<file path="config.mk">
export PLATFORM = sky130hd
export DESIGN_NAME = hostif_mode_detect
export DESIGN_NICKNAME = d
export VERILOG_FILES = /design/src/rtl/hmd_pkg.sv /design/src/rtl/hmd_pin_filter.sv /design/src/rtl/hmd_window_timer.sv /design/src/rtl/hmd_done_pulse.sv /design/src/rtl/hostif_mode_detect.sv
export SDC_FILE = /design/constraint.sdc
export NUM_CORES = 1
export LEC_CHECK = 0
export BUFFER_PORTS_ARGS = -buffer_cell sky130_fd_sc_hd__buf_4
export CAP_MARGIN = 20
export CORE_ASPECT_RATIO = 0.8
export CORE_MARGIN = 4
export CORE_UTILIZATION = 30
export DETAILED_ROUTE_END_ITERATION = 7
export MAX_ROUTING_LAYER = met4
export PLACE_DENSITY_LB_ADDON = 0.2
export SETUP_SLACK_MARGIN = 0.05
export SKIP_LAST_GASP = 1
export SLEW_MARGIN = 25
export SYNTH_ARGS = -nofsm -noshare
export SYNTH_HDL_FRONTEND = slang
export SYNTH_SLANG_ARGS = --single-unit
</file>
<file path="constraint.sdc">
create_clock -name clk -period 4.4 [get_ports clk]
set_clock_uncertainty 0.15 [all_clocks]
set_input_delay 0.88 -clock clk [delete_from_list [all_inputs] [get_ports clk]]
set_output_delay 0.88 -clock clk [all_outputs]
set_load 0.02 [all_outputs]
</file>
<file path="src/rtl/hmd_pkg.sv">
package hmd_pkg;

  typedef enum logic [1:0] {
    PIN_LOW   = 2'b00,
    PIN_HIGH  = 2'b01,
    PIN_FLOAT = 2'b10
  } pin_class_e;

  typedef enum logic [1:0] {
    SEQ_WINDOW = 2'b00,
    SEQ_EXTEND = 2'b01,
    SEQ_PULSE  = 2'b10,
    SEQ_IDLE   = 2'b11
  } seq_state_e;

  // Raw sense code to pin class; the unused code reads as floating.
  function automatic pin_class_e classify(input logic [1:0] code);
    pin_class_e c;
    case (code)
      2'b00:   c = PIN_LOW;
      2'b01:   c = PIN_HIGH;
      default: c = PIN_FLOAT;
    endcase
    return c;
  endfunction

  // Only a floating pin selects SPI; either driven level selects I2C.
  function automatic logic class_selects_spi(input pin_class_e c);
    return (c == PIN_FLOAT);
  endfunction

  // State after a decision: straight to idle when signalling is done at once.
  function automatic seq_state_e after_decision(input logic done_now);
    return done_now ? SEQ_IDLE : SEQ_PULSE;
  endfunction

endpackage

</file>
<file path="src/rtl/hmd_pin_filter.sv">
module hmd_pin_filter
  import hmd_pkg::*;
#(
  parameter int unsigned STABLE_N = 8
) (
  input  logic       clk,
  input  logic       rst_n,
  input  logic       clear,
  input  logic [1:0] pin_code,
  output pin_class_e cls_q,
  output logic       stable
);
  localparam int unsigned CNT_W = $clog2(STABLE_N + 1);
  localparam logic [CNT_W-1:0] RUN_FULL = CNT_W'(STABLE_N);

  pin_class_e       cls_now;
  logic [CNT_W-1:0] run_q;
  logic             same_w;

  assign cls_now = classify(pin_code);
  assign same_w  = (cls_now == cls_q) && (run_q != '0);
  assign stable  = (run_q >= RUN_FULL);

  always_ff @(posedge clk or negedge rst_n) begin
    if (!rst_n) begin
      cls_q <= PIN_LOW;
      run_q <= '0;
    end else if (clear) begin
      cls_q <= PIN_LOW;
      run_q <= '0;
    end else begin
      cls_q <= cls_now;
      if (same_w) begin
        if (run_q < RUN_FULL) run_q <= run_q + 1'b1;
      end else begin
        run_q <= CNT_W'(1);
      end
    end
  end

  // run length never exceeds the required count
  a_r4_run_bounded: assert property (@(posedge clk) disable iff (!rst_n)
    run_q <= RUN_FULL);

  // a class change restarts the run at one sample
  a_r4_run_restart: assert property (@(posedge clk) disable iff (!rst_n)
    (!clear && cls_now != cls_q) |=> (run_q == CNT_W'(1)));

endmodule

</file>
<file path="src/rtl/hmd_window_timer.sv">
module hmd_window_timer #(
  parameter int unsigned WIN_CYC = 50000
) (
  input  logic clk,
  input  logic rst_n,
  input  logic restart,
  input  logic run,
  output logic win_end
);
  localparam int unsigned W = $clog2(WIN_CYC + 1);
  localparam logic [W-1:0] LAST = W'(WIN_CYC - 1);

  logic [W-1:0] cnt_q;

  assign win_end = run && (cnt_q == LAST);

  always_ff @(posedge clk or negedge rst_n) begin
    if (!rst_n)                      cnt_q <= '0;
    else if (restart)                cnt_q <= '0;
    else if (run && cnt_q != LAST)   cnt_q <= cnt_q + 1'b1;
  end

  // the window count stops at its last value
  a_r3_window_bounded: assert property (@(posedge clk) disable iff (!rst_n)
    cnt_q <= LAST);

  // a restart always returns the count to zero
  a_r2_window_restart: assert property (@(posedge clk) disable iff (!rst_n)
    restart |=> (cnt_q == '0));

endmodule

</file>
<file path="src/rtl/hmd_done_pulse.sv">
module hmd_done_pulse #(
  parameter int unsigned PULSE_CYC   = 12,
  parameter bit          IRQ_RST_LVL = 1'b1
) (
  input  logic clk,
  input  logic rst_n,
  input  logic restart,
  input  logic fire,
  output logic irq_q,
  output logic done_evt
);
  localparam int unsigned PW = $clog2(PULSE_CYC + 1);
  localparam logic [PW-1:0] P_LAST = PW'(PULSE_CYC - 1);

  logic          prior_hi_q;
  logic          active_q;
  logic [PW-1:0] pcnt_q;
  logic          pulse_end_w;
  logic          fire_direct_w;

  assign pulse_end_w   = active_q && (pcnt_q == P_LAST);
  assign fire_direct_w = fire && !prior_hi_q;
  assign done_evt      = !restart && (fire_direct_w || pulse_end_w);

  always_ff @(posedge clk or negedge rst_n) begin
    if (!rst_n) begin
      irq_q      <= IRQ_RST_LVL;
      prior_hi_q <= IRQ_RST_LVL;
      active_q   <= 1'b0;
      pcnt_q     <= '0;
    end else if (restart) begin
      prior_hi_q <= irq_q;
      active_q   <= 1'b0;
      pcnt_q     <= '0;
    end else if (fire) begin
      if (prior_hi_q) begin
        irq_q    <= 1'b0;
        active_q <= 1'b1;
        pcnt_q   <= '0;
      end else begin
        irq_q    <= 1'b1;
      end
    end else if (active_q) begin
      if (pulse_end_w) begin
        irq_q    <= 1'b1;
        active_q <= 1'b0;
      end else begin
        pcnt_q   <= pcnt_q + 1'b1;
      end
    end
  end

  // with a high prior level the decision pulls the line low
  a_r7_fall_on_fire: assert property (@(posedge clk) disable iff (!rst_n)
    (fire && !restart && prior_hi_q) |=> !irq_q);

  // with a low prior level the decision only raises the line
  a_r8_rise_on_fire: assert property (@(posedge clk) disable iff (!rst_n)
    (fire && !restart && !prior_hi_q) |=> irq_q);

  // the pulse counter stays inside the pulse length
  a_r7_pulse_bounded: assert property (@(posedge clk) disable iff (!rst_n)
    pcnt_q <= P_LAST);

endmodule

</file>
<file path="src/rtl/hostif_mode_detect.sv">
module hostif_mode_detect
  import hmd_pkg::*;
#(
  parameter int unsigned WIN_CYC     = 50000,
  parameter int unsigned STABLE_N    = 8,
  parameter int unsigned PULSE_CYC   = 12,
  parameter bit          IRQ_RST_LVL = 1'b1
) (
  input  logic       clk,
  input  logic       rst_n,
  input  logic       soft_rst_req,
  input  logic [1:0] pin_sense,
  output logic       mode_spi,
  output logic       busy,
  output logic       irq_level
);
  seq_state_e st_q;
  pin_class_e cls_w;
  logic       stable_w;
  logic       win_end_w;
  logic       window_run_w;
  logic       decide_w;
  logic       done_w;
  logic       irq_w;
  logic       mode_q;
  logic       busy_q;

  assign window_run_w = (st_q == SEQ_WINDOW);
  assign decide_w     = !soft_rst_req && stable_w &&
                        (win_end_w || st_q == SEQ_EXTEND);

  hmd_pin_filter #(.STABLE_N(STABLE_N)) u_filter (
    .clk      (clk),
    .rst_n    (rst_n),
    .clear    (soft_rst_req),
    .pin_code (pin_sense),
    .cls_q    (cls_w),
    .stable   (stable_w)
  );

  hmd_window_timer #(.WIN_CYC(WIN_CYC)) u_window (
    .clk     (clk),
    .rst_n   (rst_n),
    .restart (soft_rst_req),
    .run     (window_run_w),
    .win_end (win_end_w)
  );

  hmd_done_pulse #(.PULSE_CYC(PULSE_CYC), .IRQ_RST_LVL(IRQ_RST_LVL)) u_pulse (
    .clk      (clk),
    .rst_n    (rst_n),
    .restart  (soft_rst_req),
    .fire     (decide_w),
    .irq_q    (irq_w),
    .done_evt (done_w)
  );

  always_ff @(posedge clk or negedge rst_n) begin
    if (!rst_n) begin
      st_q   <= SEQ_WINDOW;
      mode_q <= 1'b0;
      busy_q <= 1'b1;
    end else if (soft_rst_req) begin
      st_q   <= SEQ_WINDOW;
      mode_q <= 1'b0;
      busy_q <= 1'b1;
    end else begin
      if (decide_w) mode_q <= class_selects_spi(cls_w);
      if (done_w)   busy_q <= 1'b0;
      case (st_q)
        SEQ_WINDOW: if (win_end_w) st_q <= decide_w ? after_decision(done_w) : SEQ_EXTEND;
        SEQ_EXTEND: if (decide_w)  st_q <= after_decision(done_w);
        SEQ_PULSE:  if (done_w)    st_q <= SEQ_IDLE;
        default:    st_q <= SEQ_IDLE;
      endcase
    end
  end

  assign mode_spi  = mode_q;
  assign busy      = busy_q;
  assign irq_level = irq_w;

  // the latched mode does not move after completion
  a_r5_mode_hold: assert property (@(posedge clk) disable iff (!rst_n)
    (!busy_q && !soft_rst_req) |=> $stable(mode_q));

  // the interrupt line is high whenever the sequence is over
  a_r6_idle_irq_high: assert property (@(posedge clk) disable iff (!rst_n)
    !busy_q |-> irq_w);

  // busy only falls together with a rising interrupt line
  a_r6_busy_fall: assert property (@(posedge clk) disable iff (!rst_n)
    $fell(busy_q) |-> $rose(irq_w));

  // a soft request re-enters detection with I2C shown
  a_r2_soft_restart: assert property (@(posedge clk) disable iff (!rst_n)
    soft_rst_req |=> (busy_q && !mode_q));

  // completion never comes while the window still runs
  a_r3_no_early_done: assert property (@(posedge clk) disable iff (!rst_n)
    (window_run_w && !win_end_w) |-> !done_w);

endmodule

</file>
Yosys cells after proc, flatten, opt, wreduce, memory -nomap -nowiden
Index checks and enable logic that the tools add are counted.
Word-level totals
  bits of input ports: 5
  register bits after elaboration: 33
Operators by class
  mux-type cells: 32
  reduce and logical (&&, ||, !) cells: 24
  equal/unequal tests: 14
  add/sub/neg operators: 3
  bitwise gates (word level): 1
  order comparisons: 2
Operator list (count)
  2-to-1 mux 16 bit: 2
  2-to-1 mux 4 bit: 8
  adder 16 x 1 -> 16 bit, second input constant: 1
  equality test 16 bit, second input constant: 1
  inequality test 16 bit, second input constant: 1
  inequality test 3 bit, second input constant: 5
  2-to-1 mux 1 bit: 14
  2-to-1 mux 2 bit: 6
  nonzero test 2 bit: 5
  AND reduction 3 bit: 3
  adder 4 x 1 -> 4 bit, second input constant: 2
  logical AND 1 bit: 8
  case mux 2 bit (3 select lines): 1
  equality test 2 x 1 -> 1 bit, second input constant: 2
  equality test 2 bit, second input constant: 2
  equality test 4 bit, second input constant: 1
  greater-or-equal comparator 4 bit, second input constant: 1
  logical NOT 2 bit: 2
  < comparator 4 bit, second input constant: 1
  case mux 2 bit (2 select lines): 1
  nonzero test 4 bit: 1
  inequality test 3 x 2 -> 1 bit, second input constant: 1
  nonzero test 3 bit: 1
  equality test 2 bit: 1
  other kinds (3): 5

Depth between registers and ports, before layout
  depth in word-level cells: 12
  mapped depth: 7
  gate-level depth less buffers: 6

Cells and area by module
From an unflattened synthesis, not the netlist that was laid out.
Second synthesis, totals
  cell total of the unflattened synthesis: 184
  area total of the unflattened synthesis: 1820.5 µm²
By module, submodules not included
  hmd_window_timer: area an instance 874.6 µm², times used 1, cells an instance 94
  hmd_done_pulse: area an instance 424.2 µm², times used 1, cells an instance 40
  hmd_pin_filter: area an instance 324.1 µm², times used 1, cells an instance 31
  hostif_mode_detect: area an instance 197.7 µm², times used 1, cells an instance 19

Worst setup path before layout
Ideal clock, no wire load.
  path kind: input to register
  from: input port soft_rst_req
  to: register u_pulse.pcnt_q[1]
  slack: 2.329 ns
  data required time: 4.129 ns
  buffers on the path: 0
  library setup time: 0.121 ns
  stages on the path: 4
  arrival: 1.800 ns
  cell sequence: or3_1 a21oi_2 nor2_1 a22o_1
On the way
  word-level cells in the longest chain between the ends: 5
Ends and longest elaborated chain
  start: declaration: line hostif_mode_detect.sv:11  | input logic soft_rst_req,
  logical NOT 1 bit: line hostif_mode_detect.sv:29  | assign decide_w = !soft_rst_req && stable_w &&
  logical AND 1 bit (2 in series): line hostif_mode_detect.sv:29
  inequality test 3 x 2 -> 1 bit (no line) (tied with other cells)
  AND reduction 3 bit (no line) or 2-to-1 mux 4 bit (tied branches)
  end signal: assignment: line hmd_done_pulse.sv:48  | pcnt_q <= pcnt_q + 1'b1;
  end: declaration: line hmd_done_pulse.sv:17  | logic [PW-1:0] pcnt_q;
Parallel ways exist; a longest one is shown, timed or not.
A chain may end at the register's enable or synchronous reset.

Worst setup path in the final report
  from: input port soft_rst_req
  to: register u_pulse.pcnt_q[2]
Same word-level chain as after synthesis.

==> flow_summary_export.csv <==
group,metric,value,unit
routing,wl_per_cell,13.0,µm
setup_path,crit_path_max_fanout,32,
final_layout,area_delta_synth_final,14.0,%
setup_path,required,4.47,ns
logic_synthesis,yosys.area.top_type,"dfrtp_1",
setup_path,critical-path-slowest-cell,"or3_1",
sta,fmax,467,MHz
logic_synthesis,yosysUniqueCellTypes,41,
global_routing,first_global_vias,1223,
logic_synthesis,yosys-top-cells-count,"30 x dfrtp_1, 27 x nor2_1, 18 x nand3_1",
worst_hold_path,hold_class,"register to register",
placement,dp_hpwl,2300,µm
logic_synthesis,synth_ff_type,"dfrtp_1",
pwr,p_per_area,325,mW/mm²
die,fp-row-count,24,
sta,min_period_over_period,48.6,%
global_routing,grt_pass1_wl,6060,µm
placement,post-place-ws,1.94,ns
setup_path,crit_arrival,2.21,ns
routing,via_count,1265,
clock_network,ctsResizeCount,0,
setup_path,cp_num_buf_inv,1,
logic_synthesis,syn_inst,177,
sta,worst_slack,2.26,ns
flow_run,maxCapViolations,0,
logic_synthesis,netlist.area_leader.share,42.7,%
logic_synthesis,synthTopCellsByArea,"dfrtp_1 43%, xor2_1 7.0%, nor2_1 5.8%",
logic_synthesis,syn_area_per_cell,9.93,µm²
die,die-width,93.6,µm
setup_path,cp-start-kind,"input pin",
logic_synthesis,syn_area,0.00176,mm²
routing,vias_per_cell,4.77,
die,die-area,0.00716,mm²
final_layout,n_antenna_cell,0,
final_layout,nFillCells,565,
placement,place_congestion,0.703,
pwr,leakage,0.864,nW
placement,placed_cells,257,
final_layout,regArea,830,µm²
logic_synthesis,yosys_warnings,0,
routing,first_pass_iters,4,
logic_synthesis,synth_most_common_cell,"dfrtp_1",
placement,io_buffers,7,
global_routing,global_route.overflow_total,0,
clock_network,htree_levels,2,
sta,rsz0062_at_grt,"no",
die,chipHeight,76.5,µm
setup_path,r2r_cells,5,
routing,routed_wl,3450,µm
global_routing,grt_max_degree,34,
logic_synthesis,synthArstFlopShare,100,%
logic_synthesis,synth_nets,186,
worst_hold_path,min_path_cells,2,
clock_network,clock_sink_count,33,
clock_network,clockBufferDepth,2,
setup_path,criticalPathCategory,"input pin to register",
global_routing,grt_use_total,11.1,%
setup_path,critical-path-top-delay-family,"simple AND/OR/NAND/NOR gates",
clock_network,clk_pin_slew,0.07,ns
die,start_util,31.6,%
clock_network,clock_latency,0.29,ns
sta,final_hold_viol_count,0,
sta,setup_viol,0,
clock_network,cts_hold_buf,0,
sta,holdWs,0.326,ns
sta,fin_setup_tns,0,ns
clock_network,cts_buffers,5,
sta,worst_pin_slew,0.774,ns
final_layout,multi_input_area,890,µm²
routing,drtIter0Drc,54,
clock_network,cts_tree,"done",
pwr,ir_worst_vdd,0.133,mV
setup_path,end_kind,"register",
setup_path,path_cells,"buf_4 -> or3_1 -> a211oi_4 -> nand2_1 -> a21oi_1",
global_routing,antenna_found_initial,0,
routing,drtAntennaViolNets,0,
logic_synthesis,synth_edf_count,0,
clock_network,post_cts_buffers,0,
sta,period_minus_slack,2.14,ns
outcome,status,"finished, final reports clean",
logic_synthesis,yosysSeqAreaShare,47.2,%
setup_path,cp_num_cells,5,
final_layout,finalNonFillerCells,265,
setup_path,max_stage_delay,0.50,ns
sta,slew_violations,0,
logic_synthesis,ys_seq_elements,33,
final_layout,nets,195,
die,io_pins,8,
final_layout,drive_above_1_share,12.8,%
clock_network,cts_root_buf,"clkbuf_8",
sta,maxSlewHeadroom,48.0,%
routing,drc,0,
die,core_region_area,0.00556,mm²
## routing by layer
| metal | track usage, % | share of wire (%) |
|---|---|---|
| met3 | 3.65 | 3.5 |
| met1 | 16.2 | 56 |
| met5 | - | 0 |
| met4 | 4.76 | 1.8 |
| met2 | 13.7 | 39 |
## layout by cell type (no fill, tap or decap), types with 4 or more instances in the layout
| master | Yosys | final |
|---|---|---|
| buf_4 | 0 | 7 |
| ha_1 | 4 | 4 |
| clkbuf_8 | 0 | 6 |
| nand4_1 | 4 | 4 |
| dfrtp_1 | 30 | 30 |
| a21oi_1 | 8 | 8 |
| and3_1 | 4 | 4 |
| nand3_1 | 18 | 18 |
| inv_1 | 5 | 5 |
| xor2_1 | 14 | 14 |
| nor2_1 | 27 | 27 |
| nand2_1 | 11 | 11 |
## state kept, by name, indices dropped and copies added, names as in the netlist, 2 cells and up
| name | flops |
|---|---|
| u_filter.cls_q | 2 |
| u_pulse.pcnt_q | 4 |
| u_window.cnt_q | 16 |
| u_filter.run_q | 4 |
| st_q | 2 |
## through the flow
step           area, µm²  total power, mW  utilization, %
2_1_floorplan       1760            0.338               -
3_3_place_gp        1890            0.354            34.0
3_5_place_dp        1890            0.354            34.0
4_1_cts             2000            0.655            36.1
5_1_grt             2000            0.673            36.1
6_report            2000            0.651            36.1
## kinds of logic (layout without fill, tap and decap cells)
| logic type | Yosys count | after routing | share of synthesized area, % |
|---|---|---|---|
| DFF | 33 | 33 | 47.2 |
| muxes | 5 | 5 | 3.06 |
| and+or+nand+nor | 83 | 83 | 25.8 |
| AOI/OAI and AO/OA | 25 | 25 | 10.4 |
| adders and majority gates | 4 | 4 | 2.85 |
| buffers and inverters | 10 | 20 | 2.21 |
| xor gates and xnor gates | 17 | 17 | 8.47 |
## worst register-to-register path, delay by kind of cell, from the launching register on
family	cells	cell delay, ns
AO/OA/AOI/OAI	2	0.59
flip-flops	1	0.46
AND/OR/NAND/NOR	3	0.77
## power breakdown
group | switching, mW | total [mW] | internal, mW
combinational | 0.0195 | 0.0308 | 0.0113
sequential | 0.00639 | 0.317 | 0.310
clock | 0.118 | 0.303 | 0.185
## final timing paths
kind | end | startpoint | slack, ns
min | busy$_DFFE_PN1N_ | busy$_DFFE_PN1N_ | 0.33
min reg2reg | busy$_DFFE_PN1N_ | busy$_DFFE_PN1N_ | 0.33
max reg2reg | u_pulse.pcnt_q[2]$_DFFE_PN0P_ | u_window.cnt_q[5]$_DFFE_PN0P_ | 2.35
min in group asynchronous | u_window.cnt_q[13]$_DFFE_PN0P_ | rst_n | 0.37
max in group asynchronous | u_pulse.prior_hi_q$_DFFE_PN1P_ | rst_n | 3.40
max | u_pulse.pcnt_q[2]$_DFFE_PN0P_ | soft_rst_req | 2.26
## layout make-up
class | instances | share of cell area (%)
Clock inverter | 1 | 1.50
Timing Repair Buffer | 7 | 2.62
Tap cell | 78 | 4.87
Sequential cell | 33 | 41.4
Clock buffer | 7 | 4.31
Inverter | 5 | 0.936
Multi-Input combinational cell | 134 | 44.4
(Power assumes the default switching activity.)
